$ cat src/rtl/insn_align_pkg.sv
package insn_align_pkg;
  localparam int SLOT_W = 32;
  localparam int SLOTS  = 4;
  localparam int LEN_W  = $clog2(SLOTS + 1);
  localparam int OFF_W  = $clog2(SLOTS);
  typedef logic [SLOT_W-1:0] slot_t;
  typedef logic [SLOTS-1:0][SLOT_W-1:0] word_t;
endpackage

$ cat src/rtl/insn_align_store.sv
module insn_align_store
  import insn_align_pkg::*;
#(
  parameter int CAP = 20,
  localparam int PW = $clog2(CAP)
) (
  input  logic          clk_i,
  input  logic          rst_ni,
  input  logic          we_i,
  input  logic [PW-1:0] wr_ptr_i,
  input  word_t         wdata_i,
  input  logic [PW-1:0] rd_ptr_i,
  output word_t         rslots_o
);
  function automatic logic [PW-1:0] wrap(input logic [PW-1:0] p, input int unsigned k);
    int unsigned s;
    s = 32'(p) + k;
    if (s >= CAP) s = s - CAP;
    return s[PW-1:0];
  endfunction

  slot_t mem_q [CAP];

  always_ff @(posedge clk_i or negedge rst_ni) begin
    if (!rst_ni) begin
      for (int i = 0; i < CAP; i++) mem_q[i] <= '0;
    end else if (we_i) begin
      for (int j = 0; j < SLOTS; j++) mem_q[wrap(wr_ptr_i, j)] <= wdata_i[j];
    end
  end

  for (genvar k = 0; k < SLOTS; k++) begin : g_rd
    assign rslots_o[k] = mem_q[wrap(rd_ptr_i, k)];
  end
endmodule

$ cat src/rtl/insn_align_scan.sv
module insn_align_scan
  import insn_align_pkg::*;
#(
  parameter int CW = 5
) (
  input  word_t            slots_i,
  input  logic [CW-1:0]    avail_i,
  output logic [LEN_W-1:0] len_o,
  output logic [SLOTS-1:0] mask_o,
  output word_t            data_o
);
  always_comb begin
    logic found;
    found = 1'b0;
    len_o = '0;
    for (int k = 0; k < SLOTS; k++) begin
      if (!found && (32'(avail_i) > k) && slots_i[k][SLOT_W-1]) begin
        found = 1'b1;
        len_o = LEN_W'(k + 1);
      end
    end
    // no end marker within a full window: cap the line at SLOTS
    if (!found && (32'(avail_i) >= SLOTS)) len_o = LEN_W'(SLOTS);
    for (int k = 0; k < SLOTS; k++) begin
      mask_o[k] = (32'(len_o) > k);
      data_o[k] = mask_o[k] ? slots_i[k] : '0;
    end
  end
endmodule

$ cat src/rtl/insn_align_buf.sv
module insn_align_buf
  import insn_align_pkg::*;
#(
  parameter int WORDS = 5,
  localparam int CAP = WORDS * SLOTS,
  localparam int PW  = $clog2(CAP),
  localparam int CW  = $clog2(CAP + 1)
) (
  input  logic               clk_i,
  input  logic               rst_ni,
  input  logic               flush_i,
  input  logic [OFF_W-1:0]   flush_off_i,
  input  logic               fetch_valid_i,
  input  logic [127:0]       fetch_data_i,
  output logic               fetch_ready_o,
  output logic               line_valid_o,
  output logic [127:0]       line_data_o,
  output logic [SLOTS-1:0]   line_mask_o
);
  logic [PW-1:0]    rd_ptr_q, wr_ptr_q;
  logic [CW-1:0]    cnt_q, add_w;
  logic [OFF_W-1:0] skip_q;
  logic             wr_fire;
  logic [LEN_W-1:0] scan_len, pop_len;
  logic [SLOTS-1:0] scan_mask;
  word_t            rslots, scan_data;

  function automatic logic [PW-1:0] wrap(input logic [PW-1:0] p, input int unsigned k);
    int unsigned s;
    s = 32'(p) + k;
    if (s >= CAP) s = s - CAP;
    return s[PW-1:0];
  endfunction

  assign fetch_ready_o = (cnt_q <= CW'(CAP - SLOTS));
  assign wr_fire       = fetch_valid_i & fetch_ready_o & ~flush_i;
  assign add_w         = wr_fire ? CW'(SLOTS - 32'(skip_q)) : '0;

  insn_align_store #(.CAP(CAP)) u_store (
    .clk_i    (clk_i),
    .rst_ni   (rst_ni),
    .we_i     (wr_fire),
    .wr_ptr_i (wr_ptr_q),
    .wdata_i  (word_t'(fetch_data_i)),
    .rd_ptr_i (rd_ptr_q),
    .rslots_o (rslots)
  );

  insn_align_scan #(.CW(CW)) u_scan (
    .slots_i (rslots),
    .avail_i (cnt_q),
    .len_o   (scan_len),
    .mask_o  (scan_mask),
    .data_o  (scan_data)
  );

  assign line_valid_o = (scan_len != '0) & ~flush_i;
  assign pop_len      = line_valid_o ? scan_len : '0;
  assign line_mask_o  = line_valid_o ? scan_mask : '0;
  assign line_data_o  = line_valid_o ? 128'(scan_data) : '0;

  always_ff @(posedge clk_i or negedge rst_ni) begin
    if (!rst_ni) begin
      rd_ptr_q <= '0;
      wr_ptr_q <= '0;
      cnt_q    <= '0;
      skip_q   <= '0;
    end else if (flush_i) begin
      rd_ptr_q <= PW'(flush_off_i);
      wr_ptr_q <= '0;
      cnt_q    <= '0;
      skip_q   <= flush_off_i;
    end else begin
      rd_ptr_q <= wrap(rd_ptr_q, 32'(pop_len));
      cnt_q    <= cnt_q + add_w - CW'(pop_len);
      if (wr_fire) begin
        wr_ptr_q <= wrap(wr_ptr_q, SLOTS);
        skip_q   <= '0;
      end
    end
  end
endmodule

$ cat config.mk
export PLATFORM = sky130hd
export DESIGN_NAME = insn_align_buf
export DESIGN_NICKNAME = d
export VERILOG_FILES = /design/src/rtl/insn_align_pkg.sv /design/src/rtl/insn_align_store.sv /design/src/rtl/insn_align_scan.sv /design/src/rtl/insn_align_buf.sv
export SDC_FILE = /design/constraint.sdc
export NUM_CORES = 2
export LEC_CHECK = 0
export ABC_AREA = 1
export BUFFER_PORTS_ARGS = -buffer_cell sky130_fd_sc_hd__buf_2
export CAP_MARGIN = 20
export CORE_MARGIN = 3
export CORE_UTILIZATION = 30
export DETAILED_ROUTE_END_ITERATION = 8
export PLACE_DENSITY_LB_ADDON = 0.08
export SLEW_MARGIN = 40
export SYNTH_ARGS = -nofsm -noshare
export SYNTH_HDL_FRONTEND = slang
export SYNTH_SLANG_ARGS = --single-unit
$ cat constraint.sdc
create_clock -name clk_i -period 14.6 [get_ports clk_i]
set_input_delay 0.73 -clock clk_i [delete_from_list [all_inputs] [get_ports clk_i]]
set_output_delay 0.73 -clock clk_i [all_outputs]
set_load 0.02 [all_outputs]
# [After elaboration in Yosys (flattened, before gate mapping)]
# Cells that the tools add are included.
[op_classes] bitwise=12 add_sub_neg=21 n_mux=61 reduce_logical=18 order_cmp=32
[ops] op="bitwise mux 640 bit" n=4
[ops] op="binary-select mux 32 bit (select 5 bit)" n=4
[ops] op="demux 32 bit (select 5 bit)" n=4
[ops] op="2-to-1 mux 32 bit" n=16
[ops] op="2-to-1 mux 128 bit" n=1
[ops] op="2-to-1 mux 5 bit" n=19
[ops] op="subtractor 5 bit (second input constant)" n=10
[ops] op=">= comparator 6 x 5 -> 1 bit (second input constant)" n=8
[ops] op=">= comparator 6 bit (second input constant)" n=8
[ops] op="NOT 5 -> 6 bit" n=8
[ops] op="adder 5 x 2 -> 6 bit (second input constant)" n=4
[ops] op="less-than comparator 6 x 1 -> 1 bit (second input constant)" n=4
[ops] op="2-to-1 mux 3 bit" n=5
[ops] op="adder 5 x 1 -> 6 bit (second input constant)" n=2
[ops] op="logical AND 1 bit" n=12
[ops] op=">= comparator 5 bit (second input constant)" n=2
[ops] op="greater-than comparator 5 x 1 -> 1 bit (second input constant)" n=2
[ops] op="greater-than comparator 5 x 2 -> 1 bit (second input constant)" n=2
[ops] op="adder 5 x 3 -> 6 bit" n=1
[ops] op="adder 5 x 3 -> 6 bit (second input constant)" n=1
[ops] op="greater-than comparator 3 x 1 -> 1 bit (second input constant)" n=2
[ops] op="greater-than comparator 3 x 2 -> 1 bit (second input constant)" n=2
[ops] op="adder 5 bit" n=1
[ops] op=">= comparator 5 x 3 -> 1 bit (second input constant)" n=1
[ops] op="11 further kinds" n=21
[totals] output_inout_bits=134 word_cells=168 reg_bits=657 in_bits=134

# [Depth between registers and ports, before layout]
[logic_depth] ltp_word=30 ltp_mapped=38 depth_no_buf=32

# [Modules after synthesis]
# Synthesis repeated with hierarchy kept, for this count alone.
[hier_totals] cells_unflattened=12863 hier_area_um2=73427.9
[modules_own_cells] mod="insn_align_store" seq_area_each_um2=16015.4 instances=1 area_per_inst_um2=69656.8 cells_each=12169
[modules_own_cells] mod="insn_align_buf" seq_area_each_um2=375.4 instances=1 area_per_inst_um2=2469.9 cells_each=429
[modules_own_cells] mod="insn_align_scan" seq_area_each_um2=0.0 instances=1 area_per_inst_um2=1301.2 cells_each=265

# [Worst setup path before layout]
# OpenSTA, ideal clock, no wires.
[synth_timing] path_type="register -> register" startpoint="register rd_ptr_q[1]" endpoint="register rd_ptr_q[2]" synth_period_minus_slack_ns=5.917 stages_incl_launch_ff=37 required_ns=14.522 n_path_buf=6 setup_ns=0.078 path_slack_ns=8.683 arrival_time_ns=5.839 path_cell_list="dfrtp_1 inv_1 buf_2 buf_2 buf_2 buf_2 buf_1 ha_1 nand2_1 nand2_1 xor2_1 ha_1 nand2_1 nand2_1 nand3_1 nand2_2 nand2_1 xnor2_2 inv_2 nand2_1 nand3_1 nand2_1 nor2_2 nand2_2 nand2_2 buf_4 nor2_1 ha_1 inv_1 fa_1 xnor2_1 inv_1 ha_1 and2_1 o21ai_0 o21ai_0 a21oi_1"
[synth_between] elab_chain_cells=30 elab_cells_between_ends=60 cone_classes="9 x add/sub; 5 x order compare; 28 x mux; 5 x bitwise; 13 x reduce/logical"
[synth_rtl] element="from (decl)" line="insn_align_buf.sv:20" source="logic [PW-1:0] rd_ptr_q, wr_ptr_q;"
[synth_rtl] element="from (signal assigned)" line="insn_align_buf.sv:69" source="rd_ptr_q <= PW'(flush_off_i);"
[synth_rtl] element="from (signal assigned)" line="insn_align_buf.sv:74" source="rd_ptr_q <= wrap(rd_ptr_q, 32'(pop_len));"
[synth_rtl] element="branches (longest 26 deep; another with adder 5 x 1 -> 6 bit)"
[synth_rtl] element="adder 5 x 3 -> 6 bit (*)" line="insn_align_buf.sv:30" source="s = 32'(p) + k;"
[synth_rtl] element="subtractor 5 bit or >= comparator 6 x 5 -> 1 bit (tied branches)" line="insn_align_buf.sv:31" source="if (s >= CAP) s = s - CAP;"
[synth_rtl] element="2-to-1 mux 5 bit (*)" line="insn_align_buf.sv:31"
[synth_rtl] element="2-to-1 mux 5 bit (*)" line="insn_align_buf.sv:68" source="end else if (flush_i) begin"
# Mark *: on every way between the ends. The select of a mux whose other input is x is not followed.
# A chain may end at the register's enable or synchronous reset.

# [Worst setup path in the final report]
[layout_timing] startpoint="register rd_ptr_q[0]" endpoint="register rd_ptr_q[3]"
# Same word-level chain as after synthesis.

==> impl_metrics.env <==
export IMPL_crit_type="flop to flop"
export IMPL_clk_pin_slew_ns=0.06
export IMPL_cts_tree="yes"
export IMPL_wl_per_cell_um=26.7
export IMPL_worst_pin_slew_ns=0.974
export IMPL_finalCritPeriodShare_pct=52.2
export IMPL_period_needed_ns=7.63
export IMPL_multi_input_area_um2=23200
export IMPL_cts_buffers=84
export IMPL_synth_edf_count=0
export IMPL_io_pins=268
export IMPL_syn_nets=6790
export IMPL_startpoint_type="flop"
export IMPL_routed_via_density=5.35
export IMPL_maxCapViolCount=0
export IMPL_insertion_delay_ns=0.71
export IMPL_syn_to_final_growth_pct=12.5
export IMPL_max_freq_ghz=0.131
export IMPL_first_iter_violations=4773
export IMPL_htreeDepth=3
export IMPL_r2r_start="rd_ptr_q[0]"
export IMPL_fillCellCount=15928
export IMPL_clk_path_buf_depth=3
export IMPL_rrSetupSlack_ns=6.97
export IMPL_drtPass1Iterations=6
export IMPL_synthCells=6618
export IMPL_layout_nets=6696
export IMPL_cp_end_kind="flop"
export IMPL_holdBufCountCts=0
export IMPL_place_ws_ns=6.72
export IMPL_clkSinkCount=655
export IMPL_final_cell_mix="nand2_1 (2016), o21ai_0 (1489), inv_1 (721)"
export IMPL_arrival_ns=8.23
export IMPL_final_common_cell="nand2_1"
export IMPL_synthFlopType="dfrtp_1"
export IMPL_rsz0062_at_grt="no"
export IMPL_crit_fanout=65
export IMPL_timing_rr_end="rd_ptr_q[3]"
export IMPL_drt_wl_total_mm=227
export IMPL_dieArea_um2=153000
export IMPL_timing_critical_path_slowest_cell_delay_ns=0.79
export IMPL_crit_start="rd_ptr_q[0]"
export IMPL_grt_overflow=0
export IMPL_place_hpwl_mm=161
export IMPL_cp_top_family="simple AND/OR/NAND/NOR gates"
export IMPL_groute_usage_overall_pct=29.3
export IMPL_setup_viol=0
export IMPL_critPathMostFrequentCell="nand2_1"
export IMPL_io_buffers=267
export IMPL_synth_cell_types=50
export IMPL_die_x_um=391
export IMPL_finalHoldViolCount=0
export IMPL_cp_depth=30
export IMPL_seqCellArea_um2=16400
export IMPL_worst_slack_ns=6.97
export IMPL_synth_area_um2=44400
export IMPL_place_gp_congestion=0.937
export IMPL_syn_avg_cell_area_um2=6.71
export IMPL_initial_core_util_pct=30.4
export IMPL_drc_errors=0
export IMPL_grt_antenna_before_repair=8
export IMPL_status="finished, final reports clean"
export IMPL_drv_slew=0
export IMPL_crit_end="rd_ptr_q[3]"
export IMPL_holdCritPathClass="primary input to asynchronous set/reset pin"
export IMPL_relSlewSlack_pct=34.4
export IMPL_required_ns=15.21
export IMPL_ant_nets=0
export IMPL_core_um2=146000
export IMPL_cts_resized=0
export IMPL_fin_setup_tns_ns=0
export IMPL_clock_skew_ns=0.0459
export IMPL_die_h_um=391
export IMPL_ys_seq_elements=655
export IMPL_cts_root_buffer="clkbuf_16"
export IMPL_grt_pass1_vias=42405
export IMPL_ys_warn_count=0
export IMPL_synth_async_sr_flop_share_pct=100
export IMPL_grt_pass1_wl_mm=319
export IMPL_rows=140
export IMPL_grt_max_degree=203
export IMPL_ys_seq_area_share_pct=36.9
export IMPL_drive_gt1_share_pct=8.65
export IMPL_slowest_stage="dfrtp_4"
export IMPL_cts_setup_buffers=0
export IMPL_reg2reg_depth=30
export IMPL_num_vias=45514
export IMPL_worst_path_buf_inv=5
worst register-to-register path, delay by kind of cell, from the launching register on:
kind            cells  cell delay, ns
compound gates      3            0.62
simple gates       15            2.32
flops               1            0.79
buf+inv             5            1.76
xor+xnor            3            0.94
fa+ha+maj           4            1.13
logic make-up (layout without fill, tap and decap cells):
logic type,Yosys count,after routing,synth area share (%)
buffers and inverters,1275,1250,11.2
DFF,655,655,36.9
other,0,5,0
xor gates and xnor gates,13,13,0.290
adders and majority gates,38,38,1.14
muxes,19,19,0.437
AOI/OAI and AO/OA,2260,2260,29.2
and+or+nand+nor,2358,2358,20.8
routing by layer:
layer | share of wire [%] | vias to the layer above | global-route usage [%]
met1 | 38 | 21621 | 33.7
met5 | 0.0048 | - | 0
li1 | - | 21766 | -
met3 | 5.2 | 473 | 3.64
met4 | 9.9 | 2 | 23.8
met2 | 47 | 1652 | 49.1
worst min path at each step:
| stage | to | slack, ns | cells after the start |
|---|---|---|---|
| after global placement | u_store.mem_q[310] | 0.47 | 2 |
| after CTS | wr_ptr_q[4] | 0.01 | 1 |
| after global routing | wr_ptr_q[4] | 0.02 | 1 |
| final | wr_ptr_q[4] | 0.0004 | 1 |
| after floorplan | cnt_q[0] | 0.43 | 0 |
| after detailed placement | u_store.mem_q[105] | 0.47 | 2 |
sequential cells by signal, indices dropped and copies added (netlist names):
register / cells
rd_ptr_q: 5
skip_q: 2
cnt_q: 5
u_store.mem_q: 640
wr_ptr_q: 3
stage by stage:
| stage | util (%) | hold WS [ns] | instances | instance area (um2) |
|---|---|---|---|---|
| floorplan | - | 0.434 | 6618 | 44400 |
| detailed placement | 32.1 | 0.472 | 8352 | 46900 |
| global placement | 32.0 | 0.466 | 8348 | 46800 |
| CTS | 34.1 | 0.0111 | 8507 | 49800 |
| finish | 34.1 | 0.000356 | 8515 | 49900 |
| global route | 34.1 | 0.0196 | 8510 | 49900 |
cell type report:
| type | instances | share of cell area (%) |
|---|---|---|
| repair buffers | 351 | 4.30 |
| clock buffers | 125 | 4.99 |
| diodes | 5 | 0.0251 |
| well taps | 1917 | 4.80 |
| clock inverters | 30 | 0.852 |
| inverters | 744 | 5.69 |
| flip-flops and latches | 655 | 32.8 |
| multi-input cells | 4688 | 46.5 |
cell usage after synthesis (7+ instances only):
| master | n | area [um2] |
|---|---|---|
| nor3_2 | 10 | 100 |
| nand2_1 | 2025 | 7600 |
| dfrtp_1 | 655 | 16400 |
| nand4_1 | 8 | 50.1 |
| buf_2 | 102 | 510 |
| o21ai_1 | 20 | 100 |
| a22oi_1 | 27 | 203 |
| a32oi_1 | 57 | 499 |
| o21ai_0 | 1543 | 7720 |
| nand2_2 | 7 | 43.8 |
| nor3_1 | 52 | 260 |
| ha_1 | 34 | 425 |
| nand3_1 | 106 | 531 |
| o21a_1 | 31 | 233 |
| buf_1 | 48 | 180 |
| o211ai_1 | 454 | 3410 |
| mux2i_1 | 16 | 160 |
| a211oi_1 | 17 | 128 |
| buf_4 | 13 | 97.6 |
| inv_1 | 724 | 2720 |
| inv_2 | 18 | 67.6 |
| a31oi_1 | 56 | 350 |
| clkbuf_1 | 367 | 1380 |
| nor2_1 | 137 | 514 |
| a21oi_1 | 40 | 200 |
Power is not shown: default switching activity piles up to over one toggle a cycle in this logic, so the estimate is an artifact.
